## config.mk

```make
export PLATFORM = sky130hd
export DESIGN_NAME = mem_attr_matcher
export DESIGN_NICKNAME = d
export VERILOG_FILES = /design/src/rtl/mat_pkg.sv /design/src/rtl/mat_cfg_regs.sv /design/src/rtl/mat_tmpl_match.sv /design/src/rtl/mat_byte_order.sv /design/src/rtl/mem_attr_matcher.sv
export SDC_FILE = /design/constraint.sdc
export NUM_CORES = 1
export LEC_CHECK = 0
export BUFFER_PORTS_ARGS = -buffer_cell sky130_fd_sc_hd__clkbuf_2
export CAP_MARGIN = 30
export CORE_UTILIZATION = 45
export DETAILED_ROUTE_END_ITERATION = 16
export PLACE_DENSITY = 0.66
export SYNTH_ARGS = -nofsm -noshare
export SYNTH_HDL_FRONTEND = slang
export SYNTH_SLANG_ARGS = --single-unit
export TNS_END_PERCENT = 20
```

## constraint.sdc

```tcl
create_clock -name clk -period 3.7 [get_ports clk]
set_input_delay 0.185 -clock clk [delete_from_list [all_inputs] [get_ports clk]]
set_output_delay 0.185 -clock clk [all_outputs]
set_load 0.02 [all_outputs]
```

## src/rtl/mat_pkg.sv

```systemverilog
package mat_pkg;
  // width of the hit code for a given template count (code 0 means no hit)
  function automatic int hit_width(input int n_tmpl);
    return $clog2(n_tmpl + 1);
  endfunction
endpackage

```

## src/rtl/mat_cfg_regs.sv

```systemverilog
module mat_cfg_regs #(
  parameter int ADDR_W  = 32,
  parameter int ATTR_W  = 8,
  parameter int PATTR_W = 8,
  parameter int N_TMPL  = 2,
  parameter int N_REG   = 8,
  parameter int GRAN    = 12,
  parameter int OFF_W   = $clog2(2 * N_REG)
) (
  input  logic                   clk,
  input  logic                   rst_n,
  input  logic                   cfg_we,
  input  logic                   cfg_re,
  input  logic [OFF_W-1:0]       cfg_addr,
  input  logic [ADDR_W-1:0]      cfg_wdata,
  output logic [ADDR_W-1:0]      cfg_rdata,
  output logic [ADDR_W-GRAN-1:0] tmpl_base [N_TMPL],
  output logic [ADDR_W-GRAN-1:0] tmpl_mask [N_TMPL],
  output logic [ATTR_W-1:0]      tmpl_attr [N_TMPL],
  output logic [N_TMPL-1:0]      tmpl_en,
  output logic [ATTR_W-1:0]      dflt_attr,
  output logic                   big_endian,
  output logic [PATTR_W-1:0]     phys_attr [N_REG]
);
  localparam int DFLT_OFF = 2 * N_TMPL;
  localparam int PHYS_OFF = N_REG;
  localparam int BE_BIT   = ATTR_W;

  logic [ADDR_W-1:0] rd_mux;

  always_ff @(posedge clk or negedge rst_n) begin
    if (!rst_n) begin
      for (int i = 0; i < N_TMPL; i++) begin
        tmpl_base[i] <= '0;
        tmpl_mask[i] <= '0;
        tmpl_attr[i] <= '0;
      end
      tmpl_en    <= '0;
      dflt_attr  <= '0;
      big_endian <= 1'b0;
      for (int r = 0; r < N_REG; r++) phys_attr[r] <= '0;
    end else if (cfg_we) begin
      for (int i = 0; i < N_TMPL; i++) begin
        if (cfg_addr == OFF_W'(2 * i)) begin
          tmpl_base[i] <= cfg_wdata[ADDR_W-1:GRAN];
          tmpl_attr[i] <= cfg_wdata[ATTR_W-1:0];
        end
        if (cfg_addr == OFF_W'(2 * i + 1)) begin
          tmpl_mask[i] <= cfg_wdata[ADDR_W-1:GRAN];
          tmpl_en[i]   <= cfg_wdata[0];
        end
      end
      if (cfg_addr == OFF_W'(DFLT_OFF)) begin
        dflt_attr  <= cfg_wdata[ATTR_W-1:0];
        big_endian <= cfg_wdata[BE_BIT];
      end
      for (int r = 0; r < N_REG; r++) begin
        if (cfg_addr == OFF_W'(PHYS_OFF + r)) phys_attr[r] <= cfg_wdata[PATTR_W-1:0];
      end
    end
  end

  always_comb begin
    rd_mux = '0;
    for (int i = 0; i < N_TMPL; i++) begin
      if (cfg_addr == OFF_W'(2 * i)) begin
        rd_mux[ADDR_W-1:GRAN] = tmpl_base[i];
        rd_mux[ATTR_W-1:0]    = tmpl_attr[i];
      end
      if (cfg_addr == OFF_W'(2 * i + 1)) begin
        rd_mux[ADDR_W-1:GRAN] = tmpl_mask[i];
        rd_mux[0]             = tmpl_en[i];
      end
    end
    if (cfg_addr == OFF_W'(DFLT_OFF)) begin
      rd_mux[ATTR_W-1:0] = dflt_attr;
      rd_mux[BE_BIT]     = big_endian;
    end
    for (int r = 0; r < N_REG; r++) begin
      if (cfg_addr == OFF_W'(PHYS_OFF + r)) rd_mux[PATTR_W-1:0] = phys_attr[r];
    end
  end

  always_ff @(posedge clk or negedge rst_n) begin
    if (!rst_n)      cfg_rdata <= '0;
    else if (cfg_re) cfg_rdata <= rd_mux;
  end

  // offsets between the default register and the region table hold nothing
  AST_RSVD_ZERO: assert property (@(posedge clk) disable iff (!rst_n)
    ($past(cfg_re) && $past(cfg_addr) > OFF_W'(DFLT_OFF) && $past(cfg_addr) < OFF_W'(PHYS_OFF))
      |-> cfg_rdata == '0);
endmodule

```

## src/rtl/mat_tmpl_match.sv

```systemverilog
module mat_tmpl_match #(
  parameter int ADDR_W = 32,
  parameter int ATTR_W = 8,
  parameter int N_TMPL = 2,
  parameter int GRAN   = 12,
  parameter int HIT_W  = mat_pkg::hit_width(N_TMPL)
) (
  input  logic [ADDR_W-1:0]      addr,
  input  logic [ADDR_W-GRAN-1:0] tmpl_base [N_TMPL],
  input  logic [ADDR_W-GRAN-1:0] tmpl_mask [N_TMPL],
  input  logic [ATTR_W-1:0]      tmpl_attr [N_TMPL],
  input  logic [N_TMPL-1:0]      tmpl_en,
  input  logic [ATTR_W-1:0]      dflt_attr,
  output logic [N_TMPL-1:0]      hit_vec,
  output logic [HIT_W-1:0]       hit_code,
  output logic [ATTR_W-1:0]      sel_attr
);
  logic [ADDR_W-GRAN-1:0] page;
  assign page = addr[ADDR_W-1:GRAN];

  for (genvar g = 0; g < N_TMPL; g++) begin : g_cmp
    assign hit_vec[g] = tmpl_en[g] &&
                        ((page & tmpl_mask[g]) == (tmpl_base[g] & tmpl_mask[g]));
  end

  // descending walk: the lowest-numbered matching template is written last
  always_comb begin
    hit_code = '0;
    sel_attr = dflt_attr;
    for (int i = N_TMPL - 1; i >= 0; i--) begin
      if (hit_vec[i]) begin
        hit_code = HIT_W'(i + 1);
        sel_attr = tmpl_attr[i];
      end
    end
  end
endmodule

```

## src/rtl/mat_byte_order.sv

```systemverilog
module mat_byte_order #(
  parameter int DATA_W = 32
) (
  input  logic              swap,
  input  logic [DATA_W-1:0] din,
  output logic [DATA_W-1:0] dout
);
  localparam int NB = DATA_W / 8;
  logic [DATA_W-1:0] rev;

  for (genvar b = 0; b < NB; b++) begin : g_lane
    assign rev[8*b +: 8] = din[8*(NB-1-b) +: 8];
  end

  assign dout = swap ? rev : din;
endmodule

```

## src/rtl/mem_attr_matcher.sv

```systemverilog
module mem_attr_matcher #(
  parameter int ADDR_W  = 32,
  parameter int DATA_W  = 32,
  parameter int ATTR_W  = 8,
  parameter int PATTR_W = 8,
  parameter int N_TMPL  = 2,
  parameter int N_REG   = 8,
  parameter int GRAN    = 12,
  parameter int OFF_W   = $clog2(2 * N_REG),
  parameter int RGN_W   = $clog2(N_REG),
  parameter int HIT_W   = mat_pkg::hit_width(N_TMPL)
) (
  input  logic               clk,
  input  logic               rst_n,
  input  logic               cfg_we,
  input  logic               cfg_re,
  input  logic [OFF_W-1:0]   cfg_addr,
  input  logic [ADDR_W-1:0]  cfg_wdata,
  output logic [ADDR_W-1:0]  cfg_rdata,
  input  logic               lk_valid,
  output logic               lk_ready,
  input  logic [ADDR_W-1:0]  lk_addr,
  input  logic [DATA_W-1:0]  lk_data,
  output logic               res_valid,
  input  logic               res_ready,
  output logic [HIT_W-1:0]   res_hit,
  output logic [ATTR_W-1:0]  res_lattr,
  output logic [PATTR_W-1:0] res_pattr,
  output logic [RGN_W-1:0]   res_region,
  output logic               res_big_endian,
  output logic [DATA_W-1:0]  res_data
);
  logic [ADDR_W-GRAN-1:0] tmpl_base [N_TMPL];
  logic [ADDR_W-GRAN-1:0] tmpl_mask [N_TMPL];
  logic [ATTR_W-1:0]      tmpl_attr [N_TMPL];
  logic [N_TMPL-1:0]      tmpl_en;
  logic [ATTR_W-1:0]      dflt_attr;
  logic                   big_endian;
  logic [PATTR_W-1:0]     phys_attr [N_REG];

  logic [N_TMPL-1:0]      hit_vec;
  logic [HIT_W-1:0]       hit_code;
  logic [ATTR_W-1:0]      sel_attr;
  logic [DATA_W-1:0]      ordered;
  logic [RGN_W-1:0]       region;
  logic                   lk_fire;

  mat_cfg_regs #(
    .ADDR_W(ADDR_W), .ATTR_W(ATTR_W), .PATTR_W(PATTR_W),
    .N_TMPL(N_TMPL), .N_REG(N_REG), .GRAN(GRAN), .OFF_W(OFF_W)
  ) u_cfg (
    .clk(clk), .rst_n(rst_n),
    .cfg_we(cfg_we), .cfg_re(cfg_re), .cfg_addr(cfg_addr),
    .cfg_wdata(cfg_wdata), .cfg_rdata(cfg_rdata),
    .tmpl_base(tmpl_base), .tmpl_mask(tmpl_mask), .tmpl_attr(tmpl_attr),
    .tmpl_en(tmpl_en), .dflt_attr(dflt_attr), .big_endian(big_endian),
    .phys_attr(phys_attr)
  );

  mat_tmpl_match #(
    .ADDR_W(ADDR_W), .ATTR_W(ATTR_W), .N_TMPL(N_TMPL), .GRAN(GRAN), .HIT_W(HIT_W)
  ) u_match (
    .addr(lk_addr), .tmpl_base(tmpl_base), .tmpl_mask(tmpl_mask),
    .tmpl_attr(tmpl_attr), .tmpl_en(tmpl_en), .dflt_attr(dflt_attr),
    .hit_vec(hit_vec), .hit_code(hit_code), .sel_attr(sel_attr)
  );

  mat_byte_order #(.DATA_W(DATA_W)) u_order (
    .swap(big_endian), .din(lk_data), .dout(ordered)
  );

  assign region   = lk_addr[ADDR_W-1 -: RGN_W];
  assign lk_ready = !res_valid || res_ready;
  assign lk_fire  = lk_valid && lk_ready;

  always_ff @(posedge clk or negedge rst_n) begin
    if (!rst_n) begin
      res_valid      <= 1'b0;
      res_hit        <= '0;
      res_lattr      <= '0;
      res_pattr      <= '0;
      res_region     <= '0;
      res_big_endian <= 1'b0;
      res_data       <= '0;
    end else if (lk_fire) begin
      res_valid      <= 1'b1;
      res_hit        <= hit_code;
      res_lattr      <= sel_attr;
      res_pattr      <= phys_attr[region];
      res_region     <= region;
      res_big_endian <= big_endian;
      res_data       <= ordered;
    end else if (res_ready) begin
      res_valid      <= 1'b0;
    end
  end

  AST_ACCEPT_LATENCY: assert property (@(posedge clk) disable iff (!rst_n)
    lk_fire |=> res_valid);

  AST_HOLD_STALLED: assert property (@(posedge clk) disable iff (!rst_n)
    (res_valid && !res_ready) |=> (res_valid && $stable(res_hit) && $stable(res_lattr)
      && $stable(res_pattr) && $stable(res_data) && $stable(res_big_endian)));

  AST_HIT_RANGE: assert property (@(posedge clk) disable iff (!rst_n)
    res_valid |-> res_hit <= HIT_W'(N_TMPL));

  AST_T0_PRIORITY: assert property (@(posedge clk) disable iff (!rst_n)
    (lk_fire && hit_vec[0]) |=> res_hit == HIT_W'(1));

  for (genvar g = 0; g < N_TMPL; g++) begin : g_en_chk
    AST_DISABLED_NOHIT: assert property (@(posedge clk) disable iff (!rst_n)
      lk_fire |=> (res_hit != HIT_W'(g + 1) || $past(tmpl_en[g])));
  end
endmodule

```

==> results of run 1 <==
-- worst paths after layout --
check | cells after the start | to
setup / recovery | 6 | res_lattr[0]$_DFFE_PN0P_
hold / removal | 3 | res_data[26]$_DFFE_PN0P_
setup reg to reg | 6 | res_lattr[0]$_DFFE_PN0P_
hold reg to reg | 2 | res_hit[1]$_DFFE_PN0P_
max in group asynchronous | 3 | u_cfg.phys_attr[14]$_DFFE_PN0P_
min in group asynchronous | 2 | res_data[18]$_DFFE_PN0P_
-- worst max-delay path: stages (launching register included) --
cell and delay (ns):
dfrtp_1 0.41, xor2_1 0.17, a22oi_1 0.35, nand3_1 0.17, nor3_2 0.44, or2_2 0.38, mux2i_1 0.23
-- through the flow --
step	setup WS, ns	power [mW]	instance area, sq um
floorplan	2.023	5.045	12660
global placement	1.068	5.631	13790
detailed placement	1.141	5.703	13820
CTS	1.453	8.746	15520
global route	1.351	9.112	15520
finish	1.473	8.691	15520
-- flip-flops by register name, summed over array words and instances (netlist names), 8 cells and up --
register / flops
u_cfg.phys_attr: 64
u_cfg.tmpl_attr: 16
res_lattr: 8
u_cfg.tmpl_base: 40
u_cfg.tmpl_mask: 40
res_pattr: 8
res_data: 32
u_cfg.dflt_attr: 8
u_cfg.cfg_rdata: 29
-- per-layer routing --
metal	up-vias	global-route usage	share of wire
li1	4254	-	-
met3	65	0.02985	0.048
met5	-	0	0
met2	267	0.4120	0.49
met1	4760	0.3147	0.43
met4	0	0.08030	0.032
-- report_power, final --
group / total [mW] / leakage (nW) / switching (mW) / internal [mW]
logic: 1.90 / 3.44 / 0.941 / 0.956
registers: 3.85 / 3.14 / 0.470 / 3.38
clock network: 2.95 / 0.483 / 1.14 / 1.81
-- cells by family after synthesis --
group           Yosys count
compound gates          188
simple gates            203
other cells               1
xor+xnor                 40
mux                     282
buf+inv                  80
flops                   255
-- area by class of cell --
type | count | area share
inverters | 4 | 0.0009674
well taps | 378 | 0.03047
flip-flops and latches | 255 | 0.4112
multi-input cells | 716 | 0.3779
repair buffers | 265 | 0.1158
clock buffers | 39 | 0.05232
clock inverters | 12 | 0.01137
-- cells in the final DEF, fill, tap and decap left out, types with 4 or more instances in the layout --
master           n
mux4_2          12
clkbuf_16       28
clkbuf_1         4
dfrtp_1        254
o221ai_1        11
and2_1           9
mux4_1           6
nand3_1         11
nand2_1         84
clkbuf_2       174
o21ai_0         70
xor2_1          40
nor3_1           4
dlygate4sd3_1   71
nor2_4           5
bufinv_16        4
clkinv_2         5
clkbuf_8         7
mux2i_1         79
buf_4           15
nand4_1          4
nor2_1          40
nand2_2          4
nand2b_1         5
a211oi_1         9
a31oi_1          5
o31ai_1          4
a21oi_1         35
mux2_2         179
nor2b_1          6
a22oi_1         32
mux2_1           6
nand3b_1        11
-- synthesized netlist by cell type, drive strengths merged, types with 4 or more instances --
cell type and instances:
inv 4, mux2 185, nand3b 11, mux4 18, and2 9, nand3 13
xor2 40, nor2 48, nor3 7, dfrtp 255, nand2b 5, nor2b 6
a211oi 9, o221ai 12, nand4 5, buf 43, a31oi 5, a22oi 32
nand2 88, o31ai 4, a21oi 35, clkbuf 33, mux2i 79, o21ai 71
-- what timing repair did --
item	CTS	global route
setup endpoints to repair	0	0
hold endpoints to repair	201	0
hold buffers	71	0
==> results.yml, run 1 <==
run_status:
  status: "complete, no violations"
timing:
  final_max_slew_viol_count: 0
  slew_headroom: 0.3571
  final.setup.tns_ns: 0
  setup_viol: 0
  hold_viol: 0
  min_period_over_period: 0.6020
  fmax_ghz: 0.4490
  clock_skew_ns: 0.01025
  whs_ns: 0.02837
  rsz0062_at_grt: "no"
  worst_pin_slew_ns: 0.9643
  fin_crit_ns: 2.227
pwr:
  irDropWorstVdd_mv: 0.3273
  leakage_nw: 7.068
  power.density_mw_per_mm2: 560.0
clock_tree:
  clkSinkCount: 255
  clock_path_buffers: 3
  tritoncts: "built"
  cts_resized: 0
  post_cts_buffers: 0
  ctsRootBufferMaster: "clkbuf_16"
  clk_latency_ns: 0.55
  numCtsBuffers: 28
  cts.clk_slew.worst_paths_ns: 0.06
  h-tree-depth: 1
layout:
  layout.cells.non_filler: 1669
  final_nets: 1376
  final_core_util: 0.5602
  syn2layout_area_growth_pct: 22.69
  seq_area_sq_mm: 0.006382
  fill_cells: 2366
  n_antenna_cell: 0
  multi_input_area_sq_mm: 0.005866
  drive_gt1_frac: 0.3517
detailed_routing:
  antenna_left: 0
  drt_iter0_drc: 691
  viasPerCell: 5.600
  wl_per_cell_microns: 20.31
  drc_errors: 0
  dr.pass1.iters: 7
  drt_wl_total_mm: 33.90
  route.vias.total: 9346
place:
  gp_congestion: 0.8524
  port_buffers: 175
  post-place-cells: 1547
  hpwl_mm: 22.53
synth:
  synth_top_area_cell: "dfrtp_1"
  synth_top_cell_area_share: 0.5044
  syn_inst: 1049
  synth-simple-area-share: 0.08120
  synth_cell_type_count: 60
  synth-main-ff-cell: "dfrtp_1"
  netlist_area_sq_mm: 0.01265
  synth-async-reset-ratio: 1.000
  synth_edf_count: 0
  yosys-top-cells-area: "dfrtp_1 50%, mux2_2 16%, mux2i_1 6.3%, o21ai_0 2.8%, xor2_1 2.8%"
  synth_compound_area_frac: 0.09267
  muxShareOfSynthArea: 0.2610
  syn_avg_cell_area_sq_um: 12.06
  synth_fa_ha_area_frac: 0
  seq_area_frac_synth: 0.5044
  synth_top_family_by_area: "multiplexers"
  ys_warn_count: 0
  synth-seq-cells: 255
  synth-xor-area-share: 0.02769
run:
  maxCapViolations: 0
setup_path:
  rrSetupSlack_ns: 1.47
  crit_path_start: "u_cfg.tmpl_base[39]$_DFFE_PN0P_"
  crit_type: "flop to flop"
  worstPathRequired_ns: 4.16
  end_kind: "flop"
  cp-start-kind: "flop"
  crit_fanout: 9
  crit_arrival_ns: 2.68
  r2r_start: "u_cfg.tmpl_base[39]$_DFFE_PN0P_"
global_routing:
  grt_pass1_wl_mm: 53.56
  grt_max_degree: 91
  first_global_vias: 9618
  grt_overflow: 0
  grt_use_total: 0.2404
  antenna_found_initial: 0
floorplanning:
  rows: 61
  io_pins: 194
  die_y_microns: 169.7
  dieWidth_microns: 169.7
  dieArea_sq_mm: 0.02879
  core_area_sq_mm: 0.02771
  start_util: 0.4566
worst_hold_path:
  min_path_type: "input port to flop"
  hold_path.startpoint: "lk_data[26]"
Power figures use the tool's default switching activity.
==> run 2, diff against run 1 <==
- clock period: 3.7 -> 2.05 ns (I/O delays scaled with it)
==> run 2 against run 1 <==
  * Power grew 76%
  * Worst setup slack lost 1.4 ns
  * Register-to-register slack lost 1.4 ns
  * Die area unchanged
  * Fmax rose by 12%
  * Final area is 2.3% higher
  * First-iteration DRC count increased by 4.8%
  * Utilization increased by 1.3 points
  * Clock power rose by 63%
  * Clock skew is 0.0036 ns higher
  * Largest cell class unchanged
==> results.yml, run 2 (synthesized netlist as in run 1, its figures left out) <==
run_status:
  status: "complete, no violations"
clock_tree:
  cts.clk_slew.worst_paths_ns: 0.06
  clk_latency_ns: 0.54
  numCtsBuffers: 28
  ctsRootBufferMaster: "clkbuf_16"
  h-tree-depth: 1
  clkSinkCount: 255
  tritoncts: "built"
  clock_path_buffers: 3
timing:
  slew_headroom: 0.6011
  fin_crit_ns: 1.995
  rsz0062_at_grt: "yes"
  fmax_ghz: 0.5013
  final_max_slew_viol_count: 0
  min_period_over_period: 0.9731
  worst_pin_slew_ns: 0.5983
  hold_viol: 0
  setup_viol: 0
  whs_ns: 0.03249
  clock_skew_ns: 0.01390
floorplanning:
  dieWidth_microns: 169.7
  rows: 61
  core_area_sq_mm: 0.02771
  die_y_microns: 169.7
  io_pins: 194
  dieArea_sq_mm: 0.02879
  start_util: 0.4566
global_routing:
  first_global_vias: 9770
  grt_overflow: 0
  grt_max_degree: 75
  antenna_found_initial: 0
  grt_use_total: 0.2413
  grt_pass1_wl_mm: 54.12
setup_path:
  cpLargestDelayFamily: "compound AO/OA/AOI/OAI gates"
  worstPathCellList: "xor2_1, a222oi_1, nand3_1, nor3_2, buf_12, mux2i_1, o221ai_2"
  end_kind: "flop"
  crit_type: "flop to flop"
  cp-start-kind: "flop"
  critPathMaxStageDelay_ns: 0.40
  crit_arrival_ns: 2.40
  worst-path-buf-inv: 1
  worstPathRequired_ns: 2.46
  crit_path_top_delay_cell: "dfrtp_1"
  crit_fanout: 9
layout:
  syn2layout_area_growth_pct: 25.50
  top_regs: "u_cfg.phys_attr x64, u_cfg.tmpl_base x40, u_cfg.tmpl_mask x40"
  layout.cells.non_filler: 1707
  n_antenna_cell: 0
  layout_common_cells: "254 x dfrtp_1, 179 x mux2_2, 174 x clkbuf_2"
  fill_cells: 2325
  drive_gt1_frac: 0.3627
  largest-register: "u_cfg.phys_attr"
  final_nets: 1418
  layout_commonest_cell: "dfrtp_1"
  final_core_util: 0.5730
  largest_reg_flops: 64
  multi_input_area_sq_mm: 0.005868
  seq_area_sq_mm: 0.006382
pwr:
  irDropWorstVdd_mv: 0.6594
  leakage_nw: 7.258
  power.density_mw_per_mm2: 964.1
place:
  port_buffers: 175
  gp_congestion: 0.8964
  post-place-cells: 1583
  hpwl_mm: 23.60
detailed_routing:
  drt_wl_total_mm: 34.25
  dr.pass1.iters: 7
  wl_per_cell_microns: 20.06
  drt_iter0_drc: 724
  antenna_left: 0
  drc_errors: 0
  route.vias.total: 9461
  viasPerCell: 5.542
worst_hold_path:
  min_path_type: "input port to flop"
run:
  maxCapViolations: 0
==> run 2: cell types whose count changed in the layout (fill, tap and decap cells not counted), sizes merged <==
cell	delta
clkbuf	+1
bufinv	-3
dlygate4sd3	+6
buf	+36
inv	+1
clkinv	-3
==> run 2: final timing paths <==
check                                                       end                           start  cells after the start  slack (ns)
worst min register to register         res_pattr[7]$_DFFE_PN0P_        res_pattr[7]$_DFFE_PN0P_                      2        0.48
worst max-delay path                   res_lattr[7]$_DFFE_PN0P_  u_cfg.tmpl_base[9]$_DFFE_PN0P_                      7        0.06
max in group asynchronous       u_cfg.phys_attr[22]$_DFFE_PN0P_                           rst_n                      3        1.23
worst min-delay path            u_cfg.phys_attr[59]$_DFFE_PN0P_                    cfg_wdata[3]                      2        0.03
worst max register to register         res_lattr[7]$_DFFE_PN0P_  u_cfg.tmpl_base[9]$_DFFE_PN0P_                      7        0.06
min in group asynchronous              res_data[20]$_DFFE_PN0P_                           rst_n                      2        0.13
==> run 2: area by class of cell <==
type,instances,area share
flip-flops and latches,255,0.4020
multi-input cells,716,0.3696
repair buffers,307,0.1430
clock buffers,40,0.05020
well taps,378,0.02979
clock inverters,7,0.004492
inverters,4,0.0009457
==> run 2: per-layer routing <==
| metal | track usage | wire length (microns) | part of all wire | up-vias |
|---|---|---|---|---|
| li1 | - | - | - | 4335 |
| met1 | 0.3196 | 14930 | 0.44 | 4795 |
| met2 | 0.4130 | 17000 | 0.50 | 269 |
| met3 | 0.02868 | 1368 | 0.040 | 62 |
| met4 | 0.07403 | 953 | 0.028 | 0 |
| met5 | 0 | 0 | 0 | - |
==> run 2: repair_timing <==
action	CTS	global route
hold buffers	77	0
endpoints found under the hold margin	235	0
buffers inserted	0	0
gates resized for setup	0	1
setup endpoints to repair	0	9
==> run 2: metrics by stage <==
step           setup WS, ns  setup TNS, ns  cell area, sq um  total power [mW]
5_1_grt            -0.04329       -0.05406             15880             16.05
3_3_place_gp        0.03768              0             14230             10.27
2_1_floorplan        0.3725              0             12660             9.105
3_5_place_dp        0.02499              0             14230             10.40
4_1_cts            0.004419              0             15870             15.40
6_report            0.05509              0             15880             15.31
==> run 2: power breakdown <==
| part | total (mW) | switching [mW] | internal [mW] | leakage, nW |
|---|---|---|---|---|
| sequential | 6.92 | 0.820 | 6.10 | 3.14 |
| clock | 4.82 | 2.01 | 2.81 | 0.421 |
| combinational | 3.57 | 1.76 | 1.80 | 3.69 |
| total | 15.3 | 4.59 | 10.7 | 7.26 |
==> run 3, diff against run 2 <==
- clock period: 2.05 -> 2 ns (I/O delays scaled with it)
==> run 3 against run 2 <==
  * The flow now finishes with violations (setup timing)
  * Global-route usage is 0.37 points higher
  * Clock power is 7.3% higher
  * Critical path depth stayed put
  * Sequential cell count stayed put
==> results.yml, run 3 (synthesized netlist as in run 1, its figures left out) <==
pwr:
  irDropWorstVdd_mv: 0.6649
  p_total_mw: 15.97
  p_clk_frac: 0.324
  seqPwrFrac: 0.444
  p_sw_mw: 4.802
  p_comb_frac: 0.232
  power.density_mw_per_mm2: 998.7
  swShare: 0.3007
  p_int_mw: 11.17
  leakage_nw: 7.331
worst_hold_path:
  hold_path.startpoint: "cfg_wdata[2]"
  min_path_type: "input port to flop"
  min_to: "u_cfg.phys_attr[10]$_DFFE_PN0P_"
  hold_depth: 2
clock_tree:
  h-tree-depth: 1
  ctsRootBufferMaster: "clkbuf_16"
  clock_path_buffers: 3
  post_cts_buffers: 0
  cts.clk_slew.worst_paths_ns: 0.06
  cts_resized: 0
  numCtsBuffers: 29
  clk_latency_ns: 0.54
  tritoncts: "built"
  clkSinkCount: 255
timing:
  fmax_ghz: 0.4889
  slew_headroom: 0.6516
  min_period_over_period: 1.023
  setup_viol: 1
  whs_ns: 0.01024
  worst_pin_slew_ns: 0.5226
  worst_slack_ns: -0.04532
  final_max_slew_viol_count: 0
  hold_viol: 0
  fin_crit_ns: 2.045
  rsz0062_at_grt: "yes"
  clock_skew_ns: 0.008867
  final.setup.tns_ns: -0.04532
layout:
  fill_cells: 2310
  layout_commonest_cell: "dfrtp_1"
  layout.cells.non_filler: 1723
  largest-register: "u_cfg.phys_attr"
  final_core_util: 0.5773
  layout_common_cells: "254 x dfrtp_1, 179 x mux2_2, 174 x clkbuf_2"
  drive_gt1_frac: 0.3710
  n_antenna_cell: 0
  top_regs: "u_cfg.phys_attr x64, u_cfg.tmpl_base x40, u_cfg.tmpl_mask x40"
  final_nets: 1429
  largest_reg_flops: 64
  final_area_sq_mm: 0.01599
  syn2layout_area_growth_pct: 26.43
global_routing:
  grt_use_total: 0.2450
  first_global_vias: 9825
  grt_overflow: 0
  grt_pass1_wl_mm: 54.79
  antenna_found_initial: 0
  grt_max_degree: 95
detailed_routing:
  drt_iter0_drc: 757
  wl_per_cell_microns: 20.19
  antenna_left: 0
  dr.pass1.iters: 8
  drc_errors: 0
  route.vias.total: 9589
  drt_wl_total_mm: 34.79
  viasPerCell: 5.565
place:
  port_buffers: 175
  place_ws_ns: -0.05564
  hpwl_mm: 23.77
  post-place-cells: 1592
  gp_congestion: 0.9063
  place_area_sq_mm: 0.01428
setup_path:
  r2r-end: "res_lattr[7]$_DFFE_PN0P_"
  crit_type: "flop to flop"
  r2r.worst_path.cells: 7
  crit_path_top_delay_cell: "a222oi_1"
  end_kind: "flop"
  critPathMaxStageDelay_ns: 0.45
  rrSetupSlack_ns: -0.05
  crit_arrival_ns: 2.46
  worstPathRequired_ns: 2.42
  crit_fanout: 9
  r2r_start: "u_cfg.tmpl_base[9]$_DFFE_PN0P_"
  cp-start-kind: "flop"
  worstPathCellList: "xor2_1, a222oi_1, nand3_1, nor3_2, buf_12, mux2i_1, o221ai_2"
floorplanning:
  dieWidth_microns: 169.7
  die_y_microns: 169.7
  core_area_sq_mm: 0.02771
  io_pins: 194
  start_util: 0.4566
  dieArea_sq_mm: 0.02879
  rows: 61
run:
  maxCapViolations: 0
run_status:
  violations: "setup timing"
  status: "complete, but fails checks"
==> run 3: cell count changes in the layout (fill, tap and decap cells not counted), sizes merged <==
cell,before,now
clkinvlp,2,3
clkbuf,214,216
buf,56,65
dlygate4sd3,77,78
clkinv,3,6
==> run 3: final cells by class <==
cell class | instances | area, sq um | area share
Clock buffer | 42 | 844.6 | 0.05280
Sequential cell | 255 | 6382 | 0.3990
Inverter | 4 | 15.01 | 0.0009387
Clock inverter | 11 | 91.34 | 0.005711
Timing Repair Buffer | 317 | 2322 | 0.1452
Multi-Input combinational cell | 716 | 5866 | 0.3667
Tap cell | 378 | 473.0 | 0.02957
==> run 3: worst max path at each step <==
| stage | startpoint | end | slack (ns) | cells past startpoint |
|---|---|---|---|---|
| after CTS | u_cfg.tmpl_base[9]$_DFFE_PN0P_ | res_lattr[7]$_DFFE_PN0P_ | -0.06 | 7 |
| after detailed placement | u_cfg.tmpl_base[9]$_DFFE_PN0P_ | res_lattr[7]$_DFFE_PN0P_ | -0.06 | 7 |
| final | u_cfg.tmpl_base[9]$_DFFE_PN0P_ | res_lattr[7]$_DFFE_PN0P_ | -0.05 | 7 |
| after floorplan | u_cfg.tmpl_base[9]$_DFFE_PN0P_ | res_lattr[7]$_DFFE_PN0P_ | 0.32 | 7 |
| after global placement | u_cfg.tmpl_base[9]$_DFFE_PN0P_ | res_lattr[7]$_DFFE_PN0P_ | 0.009 | 7 |
| after global routing | u_cfg.tmpl_base[12]$_DFFE_PN0P_ | res_lattr[7]$_DFFE_PN0P_ | -0.13 | 7 |
==> run 3: critical path: cells and delay by family, from the launching register on <==
family | cells | cell delay [ns]
AOI/OAI and AO/OA | 2 | 0.56
DFF | 1 | 0.39
and+or+nand+nor | 2 | 0.42
muxes | 1 | 0.23
xor gates and xnor gates | 1 | 0.15
buffers and inverters | 1 | 0.18
==> run 3: what timing repair did <==
action                                  CTS  global route
endpoints found under the hold margin   407             0
pin swaps                                 1             0
cloned                                    0             0
endpoints found under the setup margin    5             8
hold buffers                             78             0
==> run 3: routing by layer <==
metal	track usage	vias to the layer above	wire [microns]	part of all wire
met5	0	-	0	0
met4	0.06306	0	804	0.023
met3	0.03731	60	1641	0.047
met2	0.4310	277	17560	0.50
met1	0.3140	4892	14780	0.42
li1	-	4360	-	-
==> run 3: power groups by stage <==
stage	clock, mW	combinational (mW)	sequential (mW)
after floorplan	0	2.09	7.24
after global placement	0	3.46	7.10
after detailed placement	0	3.54	7.16
after CTS	5.27	3.73	7.07
after global routing	5.49	4.02	7.23
final	5.17	3.71	7.09
